===== src/rtl/rxr_pkg.sv =====
package rxr_pkg;
  localparam int COARSE_W = 2;
  localparam int RXC_W    = 3;
  localparam int EXT_W    = 8;
  localparam int BASE_DIV = 16;
  localparam int PRE_W    = 4;
  localparam int BASE_W   = $clog2(BASE_DIV);
  localparam int POW_W    = (1 << RXC_W) - 1;

  typedef enum logic [1:0] {
    A_CTRL = 2'd0,
    A_EXT  = 2'd1
  } reg_addr_e;

  typedef struct packed {
    logic [COARSE_W-1:0] coarse;
    logic [RXC_W-1:0]    rxc;
  } ctrl_t;

  function automatic logic [PRE_W-1:0] coarse_lim(input logic [COARSE_W-1:0] code);
    case (code)
      2'd0:    coarse_lim = PRE_W'(0);
      2'd1:    coarse_lim = PRE_W'(2);
      2'd2:    coarse_lim = PRE_W'(3);
      default: coarse_lim = PRE_W'(12);
    endcase
  endfunction
endpackage


===== src/rtl/rxr_tc_div.sv =====
module rxr_tc_div #(
  parameter int W = 4
) (
  input  logic         clk_i,
  input  logic         rst_ni,
  input  logic         clr_i,
  input  logic         en_i,
  input  logic [W-1:0] lim_i,
  output logic         stb_o
);
  logic [W-1:0] cnt_q;
  logic         at_lim;

  assign at_lim = (cnt_q >= lim_i);
  assign stb_o  = en_i && !clr_i && at_lim;

  always_ff @(posedge clk_i or negedge rst_ni) begin
    if (!rst_ni)     cnt_q <= '0;
    else if (clr_i)  cnt_q <= '0;
    else if (en_i)   cnt_q <= at_lim ? '0 : cnt_q + W'(1);
  end
endmodule


===== src/rtl/rx_rate_gen.sv =====
module rx_rate_gen
  import rxr_pkg::*;
#(
  parameter int ADDR_W = 2,
  parameter int DATA_W = 8
) (
  input  logic              clk_i,
  input  logic              rst_ni,
  input  logic              wr_en_i,
  input  logic [ADDR_W-1:0] wr_addr_i,
  input  logic [DATA_W-1:0] wr_data_i,
  output logic              rate_stb_o
);
  logic              wr_ctrl, wr_ext, cfg_clr;
  logic [COARSE_W-1:0] coarse_q;
  logic [RXC_W-1:0]  rxc_q;
  logic [EXT_W-1:0]  ext_q;
  logic              ext_on;
  logic              pre_stb, base_stb, pow_stb, ext_stb, sel_stb;
  logic [POW_W-1:0]  pow_lim;
  logic [EXT_W-1:0]  ext_lim;
  ctrl_t             ctrl_wr;

  assign wr_ctrl = wr_en_i && (wr_addr_i == ADDR_W'(A_CTRL));
  assign wr_ext  = wr_en_i && (wr_addr_i == ADDR_W'(A_EXT));
  assign cfg_clr = wr_ctrl || wr_ext;
  assign ctrl_wr = ctrl_t'(wr_data_i[COARSE_W+RXC_W-1:0]);

  always_ff @(posedge clk_i or negedge rst_ni) begin
    if (!rst_ni) begin
      coarse_q <= '0;
      rxc_q    <= '0;
      ext_q    <= '0;
    end else begin
      if (wr_ctrl) begin
        coarse_q <= ctrl_wr.coarse;
        rxc_q    <= ctrl_wr.rxc;
      end
      if (wr_ext) ext_q <= wr_data_i[EXT_W-1:0];
    end
  end

  // thermometer limit = 2^code - 1
  always_comb begin
    pow_lim = '0;
    for (int i = 0; i < POW_W; i++) pow_lim[i] = (i < int'(rxc_q));
  end

  assign ext_on  = (ext_q != '0);
  assign ext_lim = ext_q - EXT_W'(1);

  rxr_tc_div #(.W(PRE_W)) u_pre (
    .clk_i, .rst_ni, .clr_i(cfg_clr), .en_i(1'b1),
    .lim_i(coarse_lim(coarse_q)), .stb_o(pre_stb)
  );

  rxr_tc_div #(.W(BASE_W)) u_base (
    .clk_i, .rst_ni, .clr_i(cfg_clr), .en_i(pre_stb),
    .lim_i(BASE_W'(BASE_DIV - 1)), .stb_o(base_stb)
  );

  rxr_tc_div #(.W(POW_W)) u_pow (
    .clk_i, .rst_ni, .clr_i(cfg_clr), .en_i(base_stb),
    .lim_i(pow_lim), .stb_o(pow_stb)
  );

  rxr_tc_div #(.W(EXT_W)) u_ext (
    .clk_i, .rst_ni, .clr_i(cfg_clr), .en_i(base_stb && ext_on),
    .lim_i(ext_lim), .stb_o(ext_stb)
  );

  assign sel_stb = ext_on ? ext_stb : pow_stb;

  always_ff @(posedge clk_i or negedge rst_ni) begin
    if (!rst_ni)      rate_stb_o <= 1'b0;
    else if (cfg_clr) rate_stb_o <= 1'b0;
    else              rate_stb_o <= sel_stb;
  end
endmodule


===== config.mk =====
export PLATFORM = sky130hd
export DESIGN_NAME = rx_rate_gen
export DESIGN_NICKNAME = d
export VERILOG_FILES = /design/src/rtl/rxr_pkg.sv /design/src/rtl/rxr_tc_div.sv /design/src/rtl/rx_rate_gen.sv
export SDC_FILE = /design/constraint.sdc
export NUM_CORES = 1
export LEC_CHECK = 0
export ABC_AREA = 1
export CAP_MARGIN = 20
export CORE_ASPECT_RATIO = 1.5
export CORE_MARGIN = 1
export CORE_UTILIZATION = 42
export CTS_CLUSTER_DIAMETER = 50
export DETAILED_ROUTE_END_ITERATION = 10
export GPL_TIMING_DRIVEN = 0
export PLACE_DENSITY = 0.59
export SETUP_SLACK_MARGIN = 0.5
export SYNTH_ARGS = -nofsm -noshare
export SYNTH_HDL_FRONTEND = slang
export SYNTH_SLANG_ARGS = --single-unit
export TNS_END_PERCENT = 5

===== constraint.sdc =====
create_clock -name clk_i -period 4.45 [get_ports clk_i]
set_input_delay 0.89 -clock clk_i [delete_from_list [all_inputs] [get_ports clk_i]]
set_output_delay 0.89 -clock clk_i [all_outputs]
set_load 0.01 [all_outputs]

## Yosys cells after proc, flatten, opt, wreduce, memory -nomap -nowiden

Index checks and enable logic that the tools add are counted.
Widths: inputs -> output; s select.

| word-level totals | value |
|---|---|
| bits in registers | 37 |
| bits of input ports | 13 |
| output and inout bits | 1 |
| word-level logic and storage cells | 59 |

| cells by class | value |
|---|---|
| $add $sub $neg | 5 |
| order comparisons | 11 |
| eq/ne operators | 3 |
| muxes and demuxes | 14 |
| reductions and logical operators | 18 |

Operator list:

| cell | count |
|---|---|
| $mux 8 | 3 |
| $mux 7 | 3 |
| $mux 4 | 5 |
| $pmux 4 s3 | 1 |
| $logic_and 1x1->1 | 10 |
| $lt 3x3->1 const A | 3 |
| $add 4x1->4 const B | 2 |
| $add 8x1->8 const B | 1 |
| $ge 8x8->1 | 1 |
| $reduce_bool 8->1 | 1 |
| $sub 8x1->8 const B | 1 |
| $add 7x1->7 const B | 1 |
| $ge 7x7->1 | 1 |
| $lt 1x3->1 const A | 2 |
| $lt 2x3->1 const A | 2 |
| $reduce_bool 2->1 | 3 |
| $eq 2x1->1 const B | 2 |
| $ge 4x4->1 | 1 |
| $ge 4x4->1 const B | 1 |
| $logic_not 2->1 | 2 |
| $eq 2x2->1 const B | 1 |
| $mux 1 | 2 |
| $logic_not 1->1 | 1 |
| $logic_or 1x1->1 | 1 |

## Depth between registers and ports, before layout

| logic depth | value |
|---|---|
| depth in word-level cells | 12 |
| depth in mapped cells | 14 |

## Modules after synthesis

Synthesis repeated with hierarchy kept, for this count alone.

| second synthesis, totals | value |
|---|---|
| cell total of the unflattened synthesis | 415 |
| area total of the unflattened synthesis | 2,894.0 µm² |

Modules (own cells, without submodules):

| module | instances | cells each | area an instance (µm²) | sequential area each (µm²) |
|---|---|---|---|---|
| rx_rate_gen | 1 | 108 | 832.0 | 350.3 |
| rxr_tc_div (u_ext) | 1 | 116 | 748.2 | 200.2 |
| rxr_tc_div (u_base ...) | 2 | 48 | 342.8 | 100.1 |
| rxr_tc_div (u_pow) | 1 | 95 | 628.1 | 175.2 |

## Worst setup path after synthesis

Ideal clock, no wire load.

| timing path | value |
|---|---|
| path kind | reg-to-reg |
| start point | register ext_q[0] |
| end point | register u_ext.cnt_q[6] |
| library setup time | 0.117 ns |
| data arrival time | 1.788 ns |
| required time | 4.333 ns |
| slack | 2.545 ns |
| cell stages (with the launch flop) | 14 |
| buffers on the path | 0 |
| clock period less this slack | 1.905 ns |
| cell sequence | dfrtp_1 inv_1 ha_1 nand2_1 nor2_1 xor2_1 inv_1 ha_1 nand2_1 o21a_1 nand3_1 nor2_4 nand2_1 nand2_1 |

| on the way | value |
|---|---|
| word-level cells in the longest chain between the ends | 5 |
| elaborated cells on any way between the ends | 8 |
| those cells by class | add/sub: 1; order compare: 1; mux: 3; reduce/logical: 3 |

RTL lines:

| what | line | text |
|---|---|---|
| start, declared | rx_rate_gen.sv:17 | `logic [EXT_W-1:0] ext_q;` |
| start signal, assigned | rx_rate_gen.sv:39 | `if (wr_ext) ext_q <= wr_data_i[EXT_W-1:0];` |
| $sub 8x1->8 | rx_rate_gen.sv:50 | `assign ext_lim = ext_q - EXT_W'(1);` |
| $ge 8x8->1 | rxr_tc_div.sv:14 | `assign at_lim = (cnt_q >= lim_i);` |
| $mux 8 (2 in series) | rxr_tc_div.sv:20 | `else if (en_i) cnt_q <= at_lim ? '0 : cnt_q + W'(1);` |
| $mux 8 | rxr_tc_div.sv:19 | `else if (clr_i) cnt_q <= '0;` |
| end signal, assigned | rxr_tc_div.sv:20 |  |
| end, declared | rxr_tc_div.sv:11 | `logic [W-1:0] cnt_q;` |

Several ways; a longest one is shown, not always the timed one. The select of a mux whose other input is x is not followed.
A chain may end at the register's enable or synchronous reset.

## Worst setup path after layout

| timing path | value |
|---|---|
| start point | register ext_q[2] |
| end point | register u_ext.cnt_q[2] |

The elaborated chain is that of the path after synthesis.

==> metrics <==
setup TNS=0 ns; Initial Util=43.3%; Cell Area, Synth=0.00249 mm^2; CTS max path bufs=2; Worst-Margin Slew=0.848 ns; fin crit share=48.6%; CTS HTree Levels=2; final WL=4870 um; Combinational Power Share=30.9%; Root Driver=clkbuf_8; synth top area cells=dfrtp_1, ha_1, nand2_1; Detailed Route Iter0 Violations=54; initial antenna violation count=0; crit start category=register; Post-Syn Instances=between 300 and 400; pwr/cell area=381 mW/mm^2; DR DRC count=0; CTS tree=yes; Final ANT Viol Nets=0; antenna cells=0; Die Y=96.2 um; post-synth top area cell=dfrtp_1; NetSw=0.000369 W; Switching Share=between 30 and 40%; I/O pin cnt=14; setup violators final=0; worst endpoint required time=4.68 ns; TritonCTS buffer count=5; clk_lat worst skew=0.29 ns; CP Class=reg -> reg; fin crit period=2.16 ns; warning count from the yosys run=0; core area=0.00574 mm^2; Final Hold Viols=0; setup bufs post-CTS=0; Reg clk slew, reported paths=about 0.080 ns; max_cap viols=0; ys async rst share=100%; Area Overhead vs Synth=13.3%; I/O Buffers=13; number of buffers added to fix hold violations after cts=0; Reg power frac=41.0%; number of enable flip-flop cells after synthesis=0; row count=34; relative slew slack=a little over two fifths; Worst IR Drop VDD=roughly 0.19 mV; post-detail-place hpwl=3790 um; crit-path max FO=5; Max Clock Freq=~460 MHz; cts repair resizes=0; RSZ-0062 raised after global routing=false; status=finished, final reports clean; syn_nets=350; leakage=1.46 nW; sequential share of the synthesized area=37.2%; share of cells above drive strength 1=7.55%; vias in the first global route=2036; Die Width=64.8 um; hold crit path type=reg -> reg; WP data arrival=2.39 ns; top_reg_cell synth=dfrtp_1; first-pass GRT wire length=8740 um; pin count of the biggest net entering global routing=38; clock power share=28.1%; GRT overflow=0; top cell type's share of synthesized area=between 30% and 40%; Post-Syn Area per Cell=8.02 um^2; via count=1995; FF+latch count, synth=37; Post-synth top cells=nand2_1, inv_1, dfrtp_1, nand3_1, nor2_1; crit end category=register; top-count cell post-synth=nand2_1; Clock Skew=0.00669 ns; Vias/cell=4.95; Avg WL per Cell=between 10 and 15 um; GRT Total Usage=18.2%; Hold WS=0.513 ns; final count of pins violating max slew=0; internal power=0.000704 W; Yosys cell types=31; clock sink count=37; Final nets=370; die area=0.00624 mm^2; GPL Wtd Cong=approximately 0.75; drt first pass iters=5
## sequential cells by signal (all words and copies together), names as in the netlist
signal / flops
coarse_q: 2
ext_q: 8
rate_stb_o: 1
rxc_q: 3
u_base.cnt_q: 4
u_ext.cnt_q: 8
u_pow.cnt_q: 7
u_pre.cnt_q: 4
## placed cells by master (no fill, tap or decap)
cell type        instances
xnor2_1                  6
clkbuf_1                 2
o21ai_0                 12
nand4_1                  5
buf_6                    1
nand4_2                  1
nor2_1                  28
xor2_1                  11
nand3_1                 35
o21ai_1                  3
dfrtp_1                 37
a21oi_1                  7
ha_1                    27
nand2_1                 70
nand2_2                  3
nand2_4                  1
o21a_1                   2
nor2_2                   1
clkbuf_8                 6
o22ai_1                  3
inv_2                    1
buf_2                    1
nand4_4                  1
nor2_4                   2
a21o_1                   1
nand3_2                  2
a21oi_2                  1
clkbuf_4                 1
inv_1                   42
nor3_1                   1
nand3b_1                 1
nor3b_1                  1
bufinv_16                1
clkdlybuf4s50_1         12
mux2_2                   2
## final timing paths
path | from | endpoint | slack, ns | depth (start not counted)
worst max register to register | ext_q[2]$_DFFE_PN0P_ | u_ext.cnt_q[2]$_DFFE_PN0P_ | 2.29 | 11
max in group asynchronous | rst_ni | ext_q[7]$_DFFE_PN0P_ | 3.21 | 1
worst min register to register | u_pre.cnt_q[0]$_DFF_PN0_ | u_pre.cnt_q[0]$_DFF_PN0_ | 0.51 | 1
worst min-delay path | u_pre.cnt_q[0]$_DFF_PN0_ | u_pre.cnt_q[0]$_DFF_PN0_ | 0.51 | 1
worst max-delay path | ext_q[2]$_DFFE_PN0P_ | u_ext.cnt_q[2]$_DFFE_PN0P_ | 2.29 | 11
min in group asynchronous | rst_ni | u_ext.cnt_q[3]$_DFFE_PN0P_ | 0.71 | 1
## metrics by stage
step	total power [W]	std cells	instance area, um^2	setup slack [ns]	utilization (%)
after floorplan	0.000693	310	2490	2.55	-
after global placement	0.000773	395	2710	1.55	47.1
after detailed placement	0.000785	395	2700	2.17	47.0
after CTS	0.00109	403	2820	2.27	49.1
after global routing	0.00116	403	2820	2.07	49.1
final	0.00107	403	2820	2.29	49.1
## metal layers
metal / vias up / GRT usage (%) / wire (um)
met1: 924 / 19.2 / 2070
li1: 1046 / - / -
met2: 16 / 35.2 / 2630
met5: - / 0 / 0
met3: 9 / 3.32 / 89
met4: 0 / 6.85 / 86
## critical path, cell delays in order (launching register included)
cell and delay (ns):
dfrtp_1 0.43, nor2_1 0.17, nand4_1 0.14, nor3_1 0.20, xnor2_1 0.16, ha_1 0.26
a21oi_1 0.16, o21a_1 0.16, nand3_1 0.12, nor2_4 0.18, nand2_1 0.07, nand2_1 0.06
## kinds of logic (layout without fill, tap and decap cells)
group	count (synthesis)	count (layout)	share of synthesized area, %
AO/OA/AOI/OAI	29	29	6.44
AND/OR/NAND/NOR	152	152	28.4
XOR/XNOR	17	17	5.99
adder cells (fa/ha/maj)	27	27	13.6
flip-flops	37	37	37.2
buffers and inverters	46	67	7.40
multiplexers	2	2	0.906
## cell type report
| type | count | area [um^2] |
|---|---|---|
| clock buffer | 7 | 86.3 |
| sequential | 37 | 926 |
| inverter | 43 | 161 |
| fill | 566 | 2930 |
| multi-input combinational | 227 | 1380 |
| timing repair buffer | 13 | 125 |
| clock inverter | 1 | 30.0 |
| buffer | 3 | 22.5 |
| tap | 72 | 90.1 |
## power groups by stage
stage	clock network (W)	logic (W)	registers [W]
after global routing	0.000324	0.000392	0.000447
after global placement	0	0.000328	0.000445
final	0.000302	0.000331	0.000439
after detailed placement	0	0.000337	0.000448
after floorplan	0	0.000262	0.000431
after CTS	0.000309	0.000340	0.000441
Note: power is estimated with default switching activity, not from simulation.
